<file path="src/rtl/fbrd_pkg.sv">
// Shared constants for the framebuffer line-burst read requester.
package fbrd_pkg;
    localparam logic [1:0] BURST_INCR = 2'b01;

    // Issue pipeline phase, for readability in the control logic.
    typedef enum logic [1:0] {
        PH_WAIT  = 2'd0,
        PH_LAG   = 2'd1,
        PH_TRIM  = 2'd2,
        PH_ISSUE = 2'd3
    } ph_e;
endpackage

</file>
<file path="src/rtl/fbrd_space.sv">
// Uncommitted receive-FIFO space tracker.
// Starts at the FIFO depth, loses the beats of each issued burst, gains one
// per consumer pop. Assumes the consumer never pops more than was requested.
module fbrd_space #(
    parameter int LG_FIFO = 10,
    parameter int LG_MAXB = 8
) (
    input  logic               clk,
    input  logic               rst_n,
    input  logic               take,
    input  logic [LG_MAXB:0]   take_beats,
    input  logic               pop,
    output logic               room_ok
);
    localparam int CW    = LG_FIFO + 1;
    localparam int DEPTH = 1 << LG_FIFO;
    localparam int MAXB  = 1 << LG_MAXB;

    logic [CW-1:0] space_q;

    // Space count: debit on issue, credit on pop.
    always_ff @(posedge clk) begin
        if (!rst_n) space_q <= CW'(DEPTH);
        else        space_q <= space_q - (take ? CW'(take_beats) : '0) + CW'(pop);
    end

    assign room_ok = (space_q >= CW'(MAXB));

    // Issued beats must always have been covered by uncommitted space.
    assert_space_cover_R8: assert property (@(posedge clk) disable iff (!rst_n)
        take |-> (space_q >= CW'(take_beats)));
endmodule

</file>
<file path="src/rtl/fbrd_len.sv">
// Burst length pipeline.
// Lag cycle: cap a full burst by the words left in the line.
// Trim cycle: cap again by the beats left to the next burst boundary.
// Assumes the words-left input is nonzero while a line is in progress.
module fbrd_len #(
    parameter int LG_MAXB = 8,
    parameter int LW      = 16
) (
    input  logic               clk,
    input  logic               rst_n,
    input  logic               lag,
    input  logic               trim,
    input  logic [LW-1:0]      words_left,
    input  logic [LG_MAXB-1:0] beat_off,
    output logic [LG_MAXB:0]   beats
);
    localparam int BW   = LG_MAXB + 1;
    localparam int MAXB = 1 << LG_MAXB;

    logic [BW-1:0] to_bnd;
    assign to_bnd = BW'(MAXB) - BW'(beat_off);

    // Two-step tentative length register.
    always_ff @(posedge clk) begin
        if (!rst_n) begin
            beats <= '0;
        end else if (lag) begin
            beats <= (words_left > LW'(MAXB)) ? BW'(MAXB) : BW'(words_left);
        end else if (trim) begin
            if (beats > to_bnd) beats <= to_bnd;
        end
    end

    // A trimmed length is never zero and never past a full burst.
    assert_len_range_R3: assert property (@(posedge clk) disable iff (!rst_n)
        $past(trim) |-> (beats != '0 && beats <= BW'(MAXB)));
endmodule

</file>
<file path="src/rtl/fbrd_walk.sv">
// Frame address walker.
// Holds the next request address, the current line start, the words left in
// the line and the lines left in the frame. Advances on the internal issue
// cycle. Assumes cfg_words and cfg_lines are at least 1.
module fbrd_walk #(
    parameter int AW      = 32,
    parameter int LSB     = 2,
    parameter int LG_MAXB = 8,
    parameter int LW      = 16
) (
    input  logic             clk,
    input  logic             rst_n,
    input  logic             load,
    input  logic             adv,
    input  logic [LG_MAXB:0] beats,
    input  logic [AW-1:0]    cfg_base,
    input  logic [AW-1:0]    cfg_step,
    input  logic [LW-1:0]    cfg_words,
    input  logic [LW-1:0]    cfg_lines,
    output logic [AW-1:0]    req_addr,
    output logic [LW-1:0]    words_left
);
    localparam logic [AW-1:0] WORD_MASK  = (AW'(1) << LSB) - AW'(1);
    localparam logic [AW-1:0] ALIGN_MASK = (AW'(1) << (LG_MAXB + LSB)) - AW'(1);

    logic [AW-1:0] line_start;
    logic [LW-1:0] lines_left;
    logic [AW-1:0] base_al, step_al, next_line;
    logic          line_end, last_line;

    assign base_al   = cfg_base & ~WORD_MASK;
    assign step_al   = cfg_step & ~WORD_MASK;
    assign next_line = line_start + step_al;
    assign line_end  = (words_left == LW'(beats));
    assign last_line = (lines_left == '0);

    // Position update: frame reload, line step, or in-line advance.
    always_ff @(posedge clk) begin
        if (!rst_n) begin
            req_addr   <= '0;
            line_start <= '0;
            words_left <= '0;
            lines_left <= '0;
        end else if (load || (adv && line_end && last_line)) begin
            req_addr   <= base_al;
            line_start <= base_al;
            words_left <= cfg_words;
            lines_left <= cfg_lines - LW'(1);
        end else if (adv && line_end) begin
            req_addr   <= next_line;
            line_start <= next_line;
            words_left <= cfg_words;
            lines_left <= lines_left - LW'(1);
        end else if (adv) begin
            req_addr   <= (req_addr + (AW'(beats) << LSB)) & ~ALIGN_MASK;
            words_left <= words_left - LW'(beats);
        end
    end

    // A mid-line advance always lands on a burst boundary.
    assert_midline_aligned_R4: assert property (@(posedge clk) disable iff (!rst_n)
        (adv && !line_end && !load) |=> ((req_addr & ALIGN_MASK) == '0));
endmodule

</file>
<file path="src/rtl/fb_line_rd_req.sv">
// Framebuffer line-burst read requester (top).
// Sequences activation, the lag/trim length pipeline, the burst start, and
// the internal issue cycle. Registers the read-address channel outputs and
// counts bursts still awaiting their last beat.
// Assumes LW > LG_MAXB and LG_MAXB <= 8.
module fb_line_rd_req
    import fbrd_pkg::*;
#(
    parameter int AW           = 32,
    parameter int BUS_LG_BYTES = 2,
    parameter int LG_MAXB      = 8,
    parameter int LG_FIFO      = 10,
    parameter int LW           = 16
) (
    input  logic          clk,
    input  logic          rst_n,
    input  logic          run,
    input  logic          soft_rst,
    input  logic [AW-1:0] cfg_base,
    input  logic [AW-1:0] cfg_step,
    input  logic [LW-1:0] cfg_words,
    input  logic [LW-1:0] cfg_lines,
    input  logic          fifo_pop,
    input  logic          rd_last,
    input  logic          ar_ready,
    output logic          ar_valid,
    output logic [AW-1:0] ar_addr,
    output logic [7:0]    ar_len,
    output logic [1:0]    ar_burst,
    output logic [2:0]    ar_size
);
    localparam int BW   = LG_MAXB + 1;
    localparam int CW   = LG_FIFO + 1;
    localparam int MAXB = 1 << LG_MAXB;

    logic          busy, phant_q, room_ok;
    ph_e           phase;
    logic [CW-1:0] out_cnt;
    logic [AW-1:0] req_addr;
    logic [LW-1:0] words_left;
    logic [BW-1:0] beats, issued_beats;
    logic          go_idle, activate, start, lag, trim;

    assign lag          = (phase == PH_LAG);
    assign trim         = (phase == PH_TRIM);
    assign go_idle      = busy && (!run || soft_rst);
    assign activate     = !busy && run && !soft_rst && (out_cnt == '0) && !ar_valid && !phant_q;
    assign start        = busy && !go_idle && (phase == PH_ISSUE) && !phant_q
                          && (!ar_valid || ar_ready) && room_ok;
    assign issued_beats = BW'(ar_len) + BW'(1);
    assign ar_burst     = BURST_INCR;
    assign ar_size      = 3'(BUS_LG_BYTES);

    // Activity flag and length-pipeline phase.
    always_ff @(posedge clk) begin
        if (!rst_n) begin
            busy  <= 1'b0;
            phase <= PH_WAIT;
        end else begin
            if (activate)     busy <= 1'b1;
            else if (go_idle) busy <= 1'b0;
            if (go_idle)                                   phase <= PH_WAIT;
            else if (activate || (phant_q && busy))        phase <= PH_LAG;
            else if (phase == PH_LAG)                      phase <= PH_TRIM;
            else if (phase == PH_TRIM)                     phase <= PH_ISSUE;
            else if (start)                                phase <= PH_WAIT;
        end
    end

    // Internal issue marker, one cycle after each start.
    always_ff @(posedge clk) begin
        if (!rst_n) phant_q <= 1'b0;
        else        phant_q <= start;
    end

    // Read-address channel registers.
    always_ff @(posedge clk) begin
        if (!rst_n) begin
            ar_valid <= 1'b0;
            ar_addr  <= '0;
            ar_len   <= '0;
        end else if (start) begin
            ar_valid <= 1'b1;
            ar_addr  <= req_addr;
            ar_len   <= 8'(beats - BW'(1));
        end else if (ar_ready) begin
            ar_valid <= 1'b0;
        end
    end

    // Bursts issued whose last beat has not returned.
    always_ff @(posedge clk) begin
        if (!rst_n) out_cnt <= '0;
        else        out_cnt <= out_cnt + CW'(phant_q) - CW'(rd_last);
    end

    fbrd_walk #(.AW(AW), .LSB(BUS_LG_BYTES), .LG_MAXB(LG_MAXB), .LW(LW)) i_walk (
        .clk(clk), .rst_n(rst_n), .load(activate), .adv(phant_q),
        .beats(issued_beats), .cfg_base(cfg_base), .cfg_step(cfg_step),
        .cfg_words(cfg_words), .cfg_lines(cfg_lines),
        .req_addr(req_addr), .words_left(words_left)
    );

    fbrd_len #(.LG_MAXB(LG_MAXB), .LW(LW)) i_len (
        .clk(clk), .rst_n(rst_n), .lag(lag), .trim(trim),
        .words_left(words_left), .beat_off(req_addr[BUS_LG_BYTES +: LG_MAXB]),
        .beats(beats)
    );

    fbrd_space #(.LG_FIFO(LG_FIFO), .LG_MAXB(LG_MAXB)) i_space (
        .clk(clk), .rst_n(rst_n), .take(phant_q), .take_beats(issued_beats),
        .pop(fifo_pop), .room_ok(room_ok)
    );

    // Stalled request holds its payload.
    assert_hold_R7: assert property (@(posedge clk) disable iff (!rst_n)
        (ar_valid && !ar_ready) |=> (ar_valid && $stable(ar_addr) && $stable(ar_len)));

    // No burst crosses a maximum-burst boundary.
    assert_no_cross_R3: assert property (@(posedge clk) disable iff (!rst_n)
        ar_valid |-> ((BW'(ar_addr[BUS_LG_BYTES +: LG_MAXB]) + BW'(ar_len)) < BW'(MAXB)));

    // Word-aligned request addresses.
    assert_word_aligned_R10: assert property (@(posedge clk) disable iff (!rst_n)
        ar_valid |-> (ar_addr[BUS_LG_BYTES-1:0] == '0));

    // Nothing new is raised while stopped.
    assert_stopped_R9: assert property (@(posedge clk) disable iff (!rst_n)
        (!busy && !ar_valid) |=> !ar_valid);
endmodule

</file>
<file path="config.mk">
export PLATFORM = sky130hd
export DESIGN_NAME = fb_line_rd_req
export DESIGN_NICKNAME = d
export VERILOG_FILES = /design/src/rtl/fbrd_pkg.sv /design/src/rtl/fbrd_space.sv /design/src/rtl/fbrd_len.sv /design/src/rtl/fbrd_walk.sv /design/src/rtl/fb_line_rd_req.sv
export SDC_FILE = /design/constraint.sdc
export NUM_CORES = 1
export LEC_CHECK = 0
export BUFFER_PORTS_ARGS = -buffer_cell sky130_fd_sc_hd__buf_2
export CORE_UTILIZATION = 35
export CTS_CLUSTER_DIAMETER = 120
export DETAILED_ROUTE_END_ITERATION = 16
export PLACE_DENSITY = 0.54
export SKIP_LAST_GASP = 1
export SYNTH_ARGS = -nofsm -noshare
export SYNTH_HDL_FRONTEND = slang
export SYNTH_HIERARCHICAL = 1
export SYNTH_SLANG_ARGS = --single-unit
</file>
<file path="constraint.sdc">
create_clock -name clk -period 12.2 [get_ports clk]
set_input_delay 1.22 -clock clk [delete_from_list [all_inputs] [get_ports clk]]
set_output_delay 1.22 -clock clk [all_outputs]
set_load 0.02 [all_outputs]
</file>
# Yosys cells after proc, flatten, opt, wreduce, memory -nomap -nowiden
# Cells that the tools add are included.
# word_totals
ff_bits	172
input_bits	103
out_inout_bits	46
elab_cells	98
# op_classes
addsub	12
n_lt_le_gt_ge	3
n_eq_ne	4
mux	23
bitwise	1
reduce_logical	39
# ops
cell	n
32-bit two-way mux	5
16-bit two-way mux	5
9-bit two-way mux	5
32-bit by 11-bit adder with 32-bit output	1
32-bit adder	1
16-bit by 1-bit subtractor with 16-bit output, second input constant	2
11-bit by 1-bit adder with 11-bit output	2
16-bit by 9-bit == test with 1-bit output	1
16-bit by 9-bit > comparator with 1-bit output, second input constant	1
16-bit zero test	1
16-bit by 9-bit subtractor with 16-bit output	1
1-bit logical AND	14
2-bit nonzero test	6
11-bit by 9-bit greater-or-equal comparator with 1-bit output, second input constant	1
11-bit zero test	1
11-bit by 1-bit subtractor with 11-bit output	1
11-bit subtractor	1
8-bit by 1-bit adder with 9-bit output, second input constant	1
9-bit > comparator	1
9-bit by 8-bit subtractor with 9-bit output, first input constant	1
8-bit by 1-bit subtractor with 8-bit output, second input constant	1
1-bit zero test	6
2-bit two-way mux	3
3-bit nonzero test	2
9 further kinds	18

# Logic depth before layout (Yosys ltp)
# logic_depth
ltp_word	13
depth_mapped	21

# Modules after synthesis
# The synthesis kept the hierarchy.
# modules_own_cells
module	instances	cells_per_inst	area_each_um2	seq_area_each_um2
fbrd_walk	1	936	7089.3	1841.8
fb_line_rd_req	1	349	2905.3	1121.1
fbrd_space	1	98	897.1	220.2
fbrd_len	1	100	864.6	180.2

# Worst setup path after synthesis
# Ideal clock, no wire load.
# synth_path
path_kind	register -> register
from	reg ar_len[2]
to	reg i_walk.lines_left[14]
setup_ns	0.138
t_arrival_ns	4.335
t_required_ns	12.062
slack_ns	7.727
stages_incl_launch_ff	21
synth_period_minus_slack_ns	4.473
path_cell_list	dfxtp_1 nand3_1 nor2_1 nand2_1 nor2_1 xor2_1 inv_1 ha_1 and4_1 nand4_1 o31a_1 nor2_2 buf_4 buf_2 mux2i_1 ha_1 nand4b_1 mux2i_1 nand2b_1 o311ai_1 o221ai_1
# synth_between
elab_chain_len	6
word_cells_on_any_way	7
classes_between	add/sub: 1; eq/ne: 1; mux: 1; reduce/logical: 4
# synth_lines
item	line	source
start: declaration	fb_line_rd_req.sv:28	output logic [7:0] ar_len,
start signal: assignment	fb_line_rd_req.sv:85	ar_len <= 8'(beats - BW'(1));
8-bit by 1-bit adder with 9-bit output *	fb_line_rd_req.sv:50	assign issued_beats = BW'(ar_len) + BW'(1);
named net issued_beats[7]	fb_line_rd_req.sv:41	logic [BW-1:0] beats, issued_beats;
16-bit by 9-bit == test with 1-bit output *	fbrd_walk.sv:34	assign line_end = (words_left == LW'(beats));
1-bit logical AND *	fbrd_walk.sv:44, fbrd_walk.sv:49	
1-bit logical AND	fbrd_walk.sv:44	end else if (load || (adv && line_end && last_line)) begin
1-bit logical OR	fbrd_walk.sv:44	
16-bit two-way mux or 2-bit nonzero test (tied branches)	--	
end signal: assignment	fbrd_walk.sv:48	lines_left <= cfg_lines - LW'(1);
end signal: assignment	fbrd_walk.sv:53	lines_left <= lines_left - LW'(1);
end: declaration	fbrd_walk.sv:27	logic [LW-1:0] lines_left;
# Mark *: on every way through the listed nets, which the timed path passes. The rest lies on a longest branch.
# A chain may end at the register's enable or synchronous reset.

# Worst setup path after layout
# layout_path
from	reg ar_len[3]
to	reg i_walk.lines_left[14]
# The elaborated chain is that of the path after synthesis.

==> flow_summary.json <==
{
  "outcome": "completed",
  "dr.pass1.iters": 5,
  "tightest_slew_ps": 903.0,
  "dpl.hpwl_mm": 25.63,
  "io_buffers": 139,
  "vias": 11060,
  "insertion_delay_ps": 450,
  "area_delta_synth_final_pct": 13.41,
  "min_path_cells": 2,
  "stdcell_count": 2037,
  "clkPwrFrac": 0.301,
  "crit_slowest_cell": "xor2_1",
  "arrival_ps": 5630,
  "ys_types": 97,
  "p_leak_nw": 5.642,
  "grt_use_total": 0.2076,
  "synth-edff-count": 0,
  "cts.sink_count": 168,
  "ctsHoldBuffers": 0,
  "syn_avg_cell_area_um2": 7.927,
  "grt_remaining_overflow": 0,
  "rsz0062_at_grt": "no",
  "cts_resized": 0,
  "final.setup.tns_ps": 0,
  "maxSlewViolCount": 0,
  "peakVddDrop_uv": 108.2,
  "r2r_cells": 19,
  "h-tree-depth": 4,
  "synthSimpleGateAreaFrac": 0.2224,
  "async_reset_ff_frac": 0,
  "hold_viol": 0,
  "slew_headroom": 0.3980,
  "grt_pass1_vias": 10310,
  "drv_cap": 0,
  "p_int_mw": 1.161,
  "grt_pass1_wl_mm": 55.88,
  "crit_chain": "nand3_1 > nor2_1 > nand2_1 > nor2_1 > xor2_1 > inv_1 > ha_1 > and4_1 > nand4_1 > o31a_2 > nor2_4 > buf_4 > mux2i_1 > ha_1 > nand4b_1 > mux2i_1 > nand2b_1 > o311ai_1 > o221ai_1",
  "drive_gt1_frac": 0.1367,
  "cts_buffers": 17,
  "final-setup-viol-count": 0,
  "fin_skew_ps": 20.39,
  "drt_iter0_drc": 725,
  "syn_inst": 1483,
  "grt_max_degree": 89,
  "gp_congestion": 0.8847,
  "synth_seq_area_share": 0.2861,
  "diodes": 0,
  "drc": 0,
  "period_share": 0.4383,
  "yosys.area_share.adder": 0.1100,
  "antenna_found_initial": 2,
  "syn_area_mm2": 0.01176,
  "core_mm2": 0.03278,
  "routedWlPerCell_um": 17.20,
  "dpl-instance-area_mm2": 0.01273,
  "final_cell_mix": "201 x nand2_1, 168 x dfxtp_1, 138 x buf_2",
  "worstPathRequired_ps": 12490,
  "die_w_um": 185.3,
  "num_rows": 66,
  "hp-class": "reg2reg",
  "die_y_um": 185.3,
  "swShare": 0.3819,
  "finalWorstPathRequiredPeriod_ps": 5347,
  "synth_warnings": 6,
  "fmax_mhz": 187.0,
  "r2r_end": "i_walk/lines_left[14]$_SDFFE_PN0P_",
  "crit_buf_inv": 2,
  "synth-xor-area-share": 0.05215,
  "synth_top_family_by_area": "compound AO/OA/AOI/OAI gates",
  "p_comb_frac": 0.368,
  "tritoncts": "built",
  "crit_family": "simple AND/OR/NAND/NOR gates",
  "design_area_mm2": 0.01333,
  "holdPathEnd": "ar_addr[6]$_SDFFE_PN0P_",
  "initial_utilization": 0.3586,
  "reg2reg_from": "ar_len[3]$_SDFFE_PN0P_",
  "path_class": "reg2reg",
  "rrSetupSlack_ps": 6850,
  "clk_pin_slew_ps": 80,
  "ios": 149,
  "die_area_mm2": 0.03433,
  "slowest_delay_ps": 490,
  "p_switching_mw": 0.7175,
  "cp_max_fo": 41,
  "power_density_mw_per_mm2": 140.9,
  "wl_mm": 35.04,
  "clk_path_buf_depth": 2,
  "cp-start-kind": "flip-flop",
  "postRouteAntennaNets": 0,
  "final_nets": 1786,
  "holdWs_ps": 467.2,
  "place_inst": 2005,
  "post_cts_buffers": 0,
  "hold_start": "ar_addr[6]$_SDFFE_PN0P_",
  "synth-compound-area-share": 0.2514,
  "root_buffer": "clkbuf_16",
  "synthFlopType": "dfxtp_1",
  "seqPwrFrac": 0.331,
  "layout_commonest_cell": "nand2_1",
  "viasPerCell": 5.429,
  "crit_path_end_kind": "flip-flop",
  "ys_ff_latch": 168,
  "synthMuxAreaShare": 0.02405
}
stage by stage:
stage | utilization | total power, mW | setup WS (ps)
6_report | 0.4067 | 1.878 | 6853
5_1_grt | 0.4067 | 2.004 | 6359
3_5_place_dp | 0.3884 | 1.323 | 6863
3_3_place_gp | 0.3884 | 1.311 | 6922
2_1_floorplan | - | 1.179 | 7727
4_1_cts | 0.4067 | 1.895 | 6827
cells by family after synthesis:
| kind of cell | count (synthesis) |
|---|---|
| simple gates | 533 |
| xor+xnor | 70 |
| compound gates | 439 |
| flops | 168 |
| other cells | 3 |
| fa+ha+maj | 101 |
| mux | 28 |
| buf+inv | 141 |
layout make-up:
| class | count | area (um2) |
|---|---|---|
| multi-input cells | 1178 | 7792 |
| well taps | 442 | 553.0 |
| clock inverters | 15 | 173.9 |
| fillers | 3465 | 19450 |
| repair buffers | 148 | 765.7 |
| flip-flops and latches | 168 | 3363 |
| inverters | 69 | 259.0 |
| clock buffers | 17 | 425.4 |
power by group through the flow:
stage / clock network [mW] / logic (mW) / registers, mW
final: 0.565 / 0.692 / 0.622
after CTS: 0.580 / 0.693 / 0.621
after global placement: 0 / 0.677 / 0.633
after global routing: 0.602 / 0.775 / 0.627
after detailed placement: 0 / 0.689 / 0.634
after floorplan: 0 / 0.554 / 0.625
cell usage after synthesis, drive strengths merged (22+ instances only):
master	number	share of area
a211oi	26	0.017
a21boi	38	0.025
a21o	22	0.014
a21oi	128	0.055
buf	30	0.017
clkbuf	42	0.013
dfxtp	168	0.29
ha	97	0.10
inv	68	0.022
mux2i	26	0.022
nand2	202	0.065
nand3	36	0.015
nor2	123	0.040
nor3	34	0.015
o21ai	84	0.036
xnor2	44	0.033
xor2	26	0.019
state kept, by name (all words and copies together) (netlist names):
signal and cells:
ar_addr 32, ar_len 8, ar_valid 1, busy 1, i_len/beats 9, i_space/space_q 11, i_walk/line_start 30, i_walk/lines_left 16
i_walk/req_addr 30, i_walk/words_left 16, out_cnt 11, phant_q 1, phase 2
worst max-delay path by stage:
stage | depth (start not counted) | start | end | slack, ps
5_1_grt | 19 | ar_len[2]$_SDFFE_PN0P_ | i_walk/lines_left[14]$_SDFFE_PN0P_ | 6360
3_5_place_dp | 16 | soft_rst | i_walk/lines_left[14]$_SDFFE_PN0P_ | 6860
3_3_place_gp | 16 | soft_rst | i_walk/lines_left[14]$_SDFFE_PN0P_ | 6920
2_1_floorplan | 20 | ar_len[2]$_SDFFE_PN0P_ | i_walk/lines_left[14]$_SDFFE_PN0P_ | 7730
4_1_cts | 19 | ar_len[3]$_SDFFE_PN0P_ | i_walk/lines_left[14]$_SDFFE_PN0P_ | 6830
6_report | 19 | ar_len[3]$_SDFFE_PN0P_ | i_walk/lines_left[14]$_SDFFE_PN0P_ | 6850
layer usage:
metal,share of wire,wire length (um),track usage,up-vias
met2,0.43,15040,0.3143,282
met5,0.00029,10,0,-
met1,0.50,17650,0.3046,5207
li1,-,-,-,5538
met4,0.011,398,0.04893,2
met3,0.055,1936,0.03146,29
worst register-to-register path, delay by kind of cell (launching register included):
| kind | cells | cell delay (ps) |
|---|---|---|
| and+or+nand+nor | 9 | 1540 |
| AOI/OAI and AO/OA | 3 | 940 |
| adders and majority gates | 2 | 710 |
| muxes | 2 | 560 |
| buffers and inverters | 2 | 550 |
| xor gates and xnor gates | 1 | 490 |
| DFF | 1 | 420 |
Power figures use the tool's default switching activity.
